$ cat src/rtl/spiwm_pkg.sv
package spiwm_pkg;
  localparam int DATA_W    = 32;
  localparam int LEN_W     = $clog2(DATA_W) + 1;
  localparam int BIT_IDX_W = $clog2(DATA_W);
  localparam int EDGE_W    = LEN_W + 1;
  localparam int LEN_FLD_W = 4;

  // mode bit positions (software-visible)
  localparam int M_LOOP   = 30;
  localparam int M_CPOL   = 29;
  localparam int M_CPHA   = 28;
  localparam int M_MSB    = 26;
  localparam int M_MASTER = 25;
  localparam int M_EN     = 24;
  localparam int M_LEN_LO = 20;

  // event / mask bit positions
  localparam int EV_RNE = 9;
  localparam int EV_TNF = 8;

  // register word indexes
  localparam int R_MODE  = 0;
  localparam int R_EVENT = 1;
  localparam int R_MASK  = 2;
  localparam int R_CMD   = 3;
  localparam int R_TX    = 4;
  localparam int R_RX    = 5;

  typedef struct packed {
    logic load;
    logic shiftOut;
    logic sampleIn;
    logic capture;
  } spiwmStrobe_t;

  function automatic logic [LEN_W-1:0] decodeLen(input logic [LEN_FLD_W-1:0] fld);
    if (fld == '0)
      return LEN_W'(DATA_W);
    else if (fld < LEN_FLD_W'(3))
      return LEN_W'(4);
    else
      return LEN_W'(fld) + LEN_W'(1);
  endfunction
endpackage

$ cat src/rtl/spiwm_dp.sv
module spiwm_dp
  import spiwm_pkg::*;
(
  input  logic                clk,
  input  logic                rstN,
  input  spiwmStrobe_t        stb,
  input  logic [DATA_W-1:0]   txWord,
  input  logic                lsbFirst,
  input  logic [LEN_W-1:0]    wordLen,
  input  logic                loopEn,
  input  logic                misoIn,
  output logic                mosiOut,
  output logic [DATA_W-1:0]   rxWord
);
  logic [DATA_W-1:0]    txSh;
  logic [DATA_W-1:0]    rxSh;
  logic [DATA_W-1:0]    rxNext;
  logic [BIT_IDX_W-1:0] topIdx;
  logic                 inBit;

  // highest bit of the active word
  assign topIdx  = BIT_IDX_W'(wordLen - LEN_W'(1));
  assign mosiOut = lsbFirst ? txSh[0] : txSh[topIdx];
  assign inBit   = loopEn ? mosiOut : misoIn;

  // LSB-first inserts at the word's top bit so the result ends right-aligned
  always_comb begin
    if (lsbFirst)
      rxNext = (rxSh >> 1) | (DATA_W'(inBit) << topIdx);
    else
      rxNext = {rxSh[DATA_W-2:0], inBit};
  end

  always_ff @(posedge clk) begin
    if (!rstN) begin
      txSh <= '0;
    end else if (stb.load) begin
      txSh <= txWord;
    end else if (stb.shiftOut) begin
      txSh <= lsbFirst ? (txSh >> 1) : (txSh << 1);
    end
  end

  always_ff @(posedge clk) begin
    if (!rstN) begin
      rxSh <= '0;
    end else if (stb.load) begin
      rxSh <= '0;
    end else if (stb.sampleIn) begin
      rxSh <= rxNext;
    end
  end

  always_ff @(posedge clk) begin
    if (!rstN)
      rxWord <= '0;
    else if (stb.capture)
      rxWord <= rxNext;
  end
endmodule

$ cat src/rtl/spiwm_ctrl.sv
module spiwm_ctrl
  import spiwm_pkg::*;
#(
  parameter int ADDR_W = 3
) (
  input  logic                clk,
  input  logic                rstN,
  input  logic [ADDR_W-1:0]   busAddr,
  input  logic                busWr,
  input  logic [DATA_W-1:0]   busWdata,
  output logic [DATA_W-1:0]   busRdata,
  input  logic                halfTick,
  input  logic [DATA_W-1:0]   rxWord,
  output spiwmStrobe_t        stb,
  output logic [DATA_W-1:0]   txWord,
  output logic                lsbFirst,
  output logic [LEN_W-1:0]    wordLen,
  output logic                loopEn,
  output logic                sclkOut,
  output logic                irqOut,
  output logic                busyOut,
  output logic [DATA_W-1:0]   modeOut,
  output logic [DATA_W-1:0]   eventOut,
  output logic [DATA_W-1:0]   maskOut
);
  logic [DATA_W-1:0] modeQ, cmdQ, txHold;
  logic              rneQ, tnfQ, maskRne, maskTnf;
  logic              txFull, busy, sclkQ;
  logic [EDGE_W-1:0] edgeCnt, twoN;
  logic              cpol, cpha, runOk, tick, lead, lastEdge, preLast;
  logic              modeWr, evWr, maskWr, cmdWr, txWr;

  assign modeWr = busWr && (busAddr == ADDR_W'(R_MODE));
  assign evWr   = busWr && (busAddr == ADDR_W'(R_EVENT));
  assign maskWr = busWr && (busAddr == ADDR_W'(R_MASK));
  assign cmdWr  = busWr && (busAddr == ADDR_W'(R_CMD));
  assign txWr   = busWr && (busAddr == ADDR_W'(R_TX));

  assign cpol     = modeQ[M_CPOL];
  assign cpha     = modeQ[M_CPHA];
  assign loopEn   = modeQ[M_LOOP];
  assign lsbFirst = !modeQ[M_MSB];
  assign runOk    = modeQ[M_EN] && modeQ[M_MASTER];
  assign wordLen  = decodeLen(modeQ[M_LEN_LO +: LEN_FLD_W]);
  assign twoN     = {wordLen, 1'b0};
  assign lastEdge = (edgeCnt == twoN - EDGE_W'(1));
  assign preLast  = (edgeCnt == twoN - EDGE_W'(2));

  // strobes to the datapath
  assign tick = busy && runOk && halfTick;
  assign lead = !edgeCnt[0];
  assign stb.load     = runOk && !busy && txFull;
  assign stb.sampleIn = tick && (cpha ? !lead : lead);
  assign stb.shiftOut = tick && (cpha ? (lead && (edgeCnt != '0)) : !lead);
  assign stb.capture  = stb.sampleIn && (cpha ? lastEdge : preLast);

  // plain storage registers
  always_ff @(posedge clk) begin
    if (!rstN) begin
      modeQ   <= '0;
      cmdQ    <= '0;
      maskRne <= 1'b0;
      maskTnf <= 1'b0;
      txHold  <= '0;
    end else begin
      if (modeWr) modeQ <= busWdata;
      if (cmdWr)  cmdQ  <= busWdata;
      if (maskWr) begin
        maskRne <= busWdata[EV_RNE];
        maskTnf <= busWdata[EV_TNF];
      end
      if (txWr) txHold <= busWdata;
    end
  end

  // transmit holding state
  always_ff @(posedge clk) begin
    if (!rstN)
      txFull <= 1'b0;
    else if (txWr)
      txFull <= 1'b1;
    else if (stb.load)
      txFull <= 1'b0;
  end

  // exchange sequencer
  always_ff @(posedge clk) begin
    if (!rstN) begin
      busy    <= 1'b0;
      edgeCnt <= '0;
    end else if (stb.load) begin
      busy    <= 1'b1;
      edgeCnt <= '0;
    end else if (busy && !runOk) begin
      busy <= 1'b0;
    end else if (tick) begin
      edgeCnt <= edgeCnt + EDGE_W'(1);
      if (lastEdge) busy <= 1'b0;
    end
  end

  always_ff @(posedge clk) begin
    if (!rstN)
      sclkQ <= 1'b0;
    else if (tick)
      sclkQ <= !sclkQ;
    else if (!busy || !runOk)
      sclkQ <= cpol;
  end

  // event flags, set beats clear
  always_ff @(posedge clk) begin
    if (!rstN) begin
      rneQ <= 1'b0;
      tnfQ <= 1'b0;
    end else begin
      if (stb.capture)
        rneQ <= 1'b1;
      else if (evWr && busWdata[EV_RNE])
        rneQ <= 1'b0;

      if (txWr)
        tnfQ <= 1'b0;
      else if (stb.load)
        tnfQ <= 1'b1;
      else if (evWr && busWdata[EV_TNF])
        tnfQ <= 1'b0;
    end
  end

  always_comb begin
    eventOut = '0;
    eventOut[EV_RNE] = rneQ;
    eventOut[EV_TNF] = tnfQ;
    maskOut = '0;
    maskOut[EV_RNE] = maskRne;
    maskOut[EV_TNF] = maskTnf;
  end

  always_comb begin
    case (busAddr)
      ADDR_W'(R_MODE):  busRdata = modeQ;
      ADDR_W'(R_EVENT): busRdata = eventOut;
      ADDR_W'(R_MASK):  busRdata = maskOut;
      ADDR_W'(R_CMD):   busRdata = cmdQ;
      ADDR_W'(R_TX):    busRdata = txHold;
      ADDR_W'(R_RX):    busRdata = rxWord;
      default:          busRdata = '0;
    endcase
  end

  assign irqOut  = (rneQ && maskRne) || (tnfQ && maskTnf);
  assign sclkOut = sclkQ;
  assign txWord  = txHold;
  assign busyOut = busy;
  assign modeOut = modeQ;
endmodule

$ cat src/rtl/spi_word_master.sv
module spi_word_master
  import spiwm_pkg::*;
#(
  parameter int ADDR_W = 3
) (
  input  logic                clk,
  input  logic                rstN,
  input  logic [ADDR_W-1:0]   busAddr,
  input  logic                busWr,
  input  logic [DATA_W-1:0]   busWdata,
  output logic [DATA_W-1:0]   busRdata,
  input  logic                halfTick,
  output logic                sclkOut,
  output logic                mosiOut,
  input  logic                misoIn,
  output logic                irqOut
);
  spiwmStrobe_t      stb;
  logic [DATA_W-1:0] txWord, rxWord, modeQ, eventQ, maskQ;
  logic              lsbFirst, loopEn, busy;
  logic [LEN_W-1:0]  wordLen;

  spiwm_ctrl #(.ADDR_W(ADDR_W)) u_ctrl (
    .clk(clk), .rstN(rstN),
    .busAddr(busAddr), .busWr(busWr), .busWdata(busWdata), .busRdata(busRdata),
    .halfTick(halfTick), .rxWord(rxWord),
    .stb(stb), .txWord(txWord), .lsbFirst(lsbFirst), .wordLen(wordLen),
    .loopEn(loopEn), .sclkOut(sclkOut), .irqOut(irqOut), .busyOut(busy),
    .modeOut(modeQ), .eventOut(eventQ), .maskOut(maskQ)
  );

  spiwm_dp u_dp (
    .clk(clk), .rstN(rstN), .stb(stb), .txWord(txWord),
    .lsbFirst(lsbFirst), .wordLen(wordLen), .loopEn(loopEn),
    .misoIn(misoIn), .mosiOut(mosiOut), .rxWord(rxWord)
  );
endmodule

$ cat config.mk
export PLATFORM = sky130hd
export DESIGN_NAME = spi_word_master
export DESIGN_NICKNAME = d
export VERILOG_FILES = /design/src/rtl/spiwm_pkg.sv /design/src/rtl/spiwm_dp.sv /design/src/rtl/spiwm_ctrl.sv /design/src/rtl/spi_word_master.sv
export SDC_FILE = /design/constraint.sdc
export NUM_CORES = 1
export LEC_CHECK = 0
export ABC_AREA = 0
export BUFFER_PORTS_ARGS = -buffer_cell sky130_fd_sc_hd__buf_2
export CAP_MARGIN = 15
export CORE_AREA = 2 2 120 151
export CTS_CLUSTER_SIZE = 16
export DETAILED_ROUTE_END_ITERATION = 16
export DIE_AREA = 0 0 122 153
export GPL_ROUTABILITY_DRIVEN = 0
export PLACE_DENSITY_LB_ADDON = 0.05
export SETUP_SLACK_MARGIN = 0.4
export SYNTH_ARGS = -nofsm -noshare
export SYNTH_HDL_FRONTEND = slang
export SYNTH_SLANG_ARGS = --single-unit
$ cat constraint.sdc
create_clock -name clk -period 9.65 [get_ports clk]
set_clock_uncertainty 0.1 [all_clocks]
set_input_delay 0.4825 -clock clk [delete_from_list [all_inputs] [get_ports clk]]
set_output_delay 0.4825 -clock clk [all_outputs]
set_load 0.02 [all_outputs]
==> run summary <==
The run finished with clean final reports. The pre-antenna-repair detailed-routing pass consisted of 5 iterations. The height of the die is 153 um. The die is 122 um wide. The sequential fraction of the synthesis area is 40.4%. The first-pass GRT wire length is 45000 um.

The fmax came out at 193 MHz. The latest clock arrival within the worst-skew pair is 0.51 ns. CTS placed an instance of clkbuf_16 at the clock tree root. The number of antenna violations at the first check in global routing came out at 2. In this run the power density over the cells is 158 nW/um2. The required arrival time at the worst endpoint came out at 9.07 ns.

The number of remaining DRC errors came out at 0. The met3 track demand over resource is 5.49%. The worst path needs 5.17 ns of the cycle, external delays included. The total cell area at the placement stage is 10600 um2. Detailed routing inserted a total of 8733 vias. The row count came out at 54.

After clock tree synthesis, the clock-pin slew on the worst setup and hold paths is 0.06 ns. The critical path is of the reg2out type. The post-CTS setup repair buffer count is 0. Measured on the finished design, the core utilization comes to 65.6%. Measured against its own limit, the worst slew margin works out to 25.0%. Ranked by instance count, the synthesized netlist is headed by nand2_1 (242), dfxtp_1 (206), a21boi_0 (98). The global-route track usage on met1 is 44.3%.

Max-cap violations in this run came to 0. 75 I/O pins were placed. The most common cell in the netlist is nand2_1. Summed over all failing endpoints, the final setup total negative slack is 0 ns. In the final design database the tool counted 1243 nets. The via count of the first global-routing pass is 8300. The net load switching power is 420 uW.

The number of CTS-inserted buffers came out at 22. The number of warnings printed during yosys synthesis is 0. The area share of the largest cell type after synthesis came out at 40.4%. A synthesized cell averages 8.61 um2. The final hold violation count came out at 0. At the pin with the least slew margin, the transition time is 1.12 ns.

In the synthesized netlist the dominant register cell turns out to be dfxtp_1. The synthesis-stage register bit count came out at 206. The share of total power in the clock network is 45.6%.

The fraction of met2 tracks used by global routing came out at 45.4%. The total non-filler cell area in the finished layout is 11300 um2. The net count after synthesis is 1231.

Detailed placement ended at an HPWL of 18100 um. The initial utilization of the core area, before any placement, comes to 59.3%. The maximum fanout count along the critical path came out at 14.

Setup repair after global routing left no endpoint under its margin. The TritonCTS sink count is 206. The area of the die is 18700 um2. TritonCTS built the clock tree. The number of failing setup endpoints in the final timing report is 0. The post-route clock period utilization came out at 53.6%.

The proportion of layout cells with a drive suffix above 1 came out at 13.0%. The category of the worst setup path capture point is a primary output. Entering global routing, the biggest net connects 99 pins. The combinational power share is 5.9%.

Once detail routing completed, the nets flagged for antenna violations numbered 0. Global routing used 29.9% of the available tracks. The post-synthesis async set-or-reset flop share came out at 0%. The total congestion overflow after global routing is 0.

The count of distinct cell types in the synthesized netlist came out at 61. The number of buffers between clock root and the deepest sink came out at 3. The per-cell via count in the routed design is 6.08. The number of flops mapped to enable cells by yosys came out at 0. The peak supply drop came out at 0.146 mV. The sequential fraction of design power came out at 48.4%.

The cell type contributing the most total cell area after synthesis is dfxtp_1. The switching power share of the total came out at 23.5%. The core region is 17200 um2. The number of levels in the clock H-tree is 1. The synthesized instance count is 1186.

The layer flagged by global routing as most heavily used is met2. The first routing iteration left 926 violations. The post-cts repair resize count came out at 0.

The design internal power came out at 1370 uW. The hold buffer count at CTS came out at 0. The arrival time of the worst setup path came out at 4.59 ns. In this run the tool buffered the top-level ports with 74 buffer cells. STA classifies the critical path startpoint as a flop.

In this run the static leakage power is 0.00409 uW. After synthesis, the cell types taking the most area are dfxtp_1 (40%), nand2_1 (8.9%), a21boi_0 (7.2%), mux2i_1 (5.6%), a211oi_1 (3.7%). The layout overhead on the synthesized area is 10.6%.

The worst hold path belongs to the class in2reg. The combined area of all synthesized cells came out at 10200 um2. The final-report max-slew violation count is 0. The detail-routed net length per standard cell is 19.4 um.

The post-detailed-routing wire length came out at 27900 um.
cell type report:
class	count	area (um2)
Antenna cell	2	5.00
Clock buffer	31	656
Clock inverter	6	41.3
Fill cell	1478	5930
Inverter	10	37.5
Multi-Input combinational cell	869	5660
Sequential cell	206	4130
Tap cell	224	280
Timing Repair Buffer	89	485
cell families (layout without fill, tap and decap cells):
group                      Yosys count  count (layout)  synth area share (%)
and+or+nand+nor                    433             433                  18.7
buffers and inverters              111             136                  4.52
adders and majority gates            5               5                 0.612
muxes                               74              74                  8.45
other                                0               2                     0
AOI/OAI and AO/OA                  343             343                  25.9
xor gates and xnor gates            14              14                  1.42
DFF                                206             206                  40.4
placed cells by master (no fill, tap or decap), drive strengths merged, types with 3 or more instances in the layout:
cell type and instances:
and3 5, ha 5, o211a 26, a21oi 42
dfxtp 206, a31oi 9, clkbuf 31, a221o 30
clkinv 3, mux2i 57, mux4 9, xnor2 8
o211ai 9, inv 10, nor2b 43, nor3b 4
nor4bb 3, buf 89, xor2 5, o31a 4
nand2b 4, a21boi 99, nor2 82, a22o 32
nand3 11, nor3 11, a211oi 50, clkinvlp 3
and2 15, nand2 242, o21ai 18, mux2 8
a221oi 9
worst paths after layout:
check | cells after the start | to | from | slack (ns)
worst max-delay path | 13 | mosiOut | u_ctrl.modeOut[20]$_SDFFE_PN0P_ | 4.48
worst min-delay path | 3 | u_ctrl.modeOut[2]$_SDFFE_PN0P_ | busWdata[2] | 0.14
worst max register to register | 12 | u_dp.rxWord[7]$_SDFFE_PN0P_ | u_ctrl.modeOut[20]$_SDFFE_PN0P_ | 5.05
worst min register to register | 2 | u_ctrl.cmdQ[27]$_SDFFE_PN0P_ | u_ctrl.cmdQ[27]$_SDFFE_PN0P_ | 0.37
worst max-delay path: stages, from the launching register on:
cell	delay, ns
dfxtp_1	0.45
ha_1	0.33
nor2b_1	0.21
o31a_2	0.44
inv_1	0.13
ha_1	0.30
and3_1	0.21
a311o_1	0.30
nor2_1	0.65
a21oi_1	0.14
a221oi_1	0.41
o21ai_0	0.12
o21ai_0	0.15
buf_2	0.23
metal layers:
metal	vias up	share of wire (%)
met4	0	1.6
met3	37	6.6
met2	242	45
met5	-	0
li1	4244	-
met1	4210	47
flip-flops by register name (all words and copies together), names as in the netlist:
register        flops
u_dp.rxWord        32
u_ctrl.maskTnf      1
u_ctrl.maskRne      1
u_ctrl.edgeCnt      7
u_ctrl.txFull       1
u_dp.rxSh          32
u_ctrl.busyOut      1
u_dp.txSh          32
u_ctrl.rneQ         1
u_ctrl.modeOut     32
u_ctrl.sclkOut      1
u_ctrl.cmdQ        32
u_ctrl.txWord      32
u_ctrl.tnfQ         1
stage by stage:
stage	hold slack (ns)	power, uW	setup slack (ns)	std cells
final	0.144	1790	4.48	1437
after global routing	0.139	1840	4.06	1435
after CTS	0.133	1800	4.51	1435
after detailed placement	0.360	990	5.03	1398
after global placement	0.351	989	5.21	1398
after floorplan	0.341	954	5.82	1186
power by group through the flow:
stage	combinational [uW]	clock, uW	sequential [uW]
floorplan	71.4	0	882
finish	106	816	866
CTS	105	828	866
global placement	104	0	885
detailed placement	104	0	885
global route	115	863	867
(Power assumes the default switching activity.)
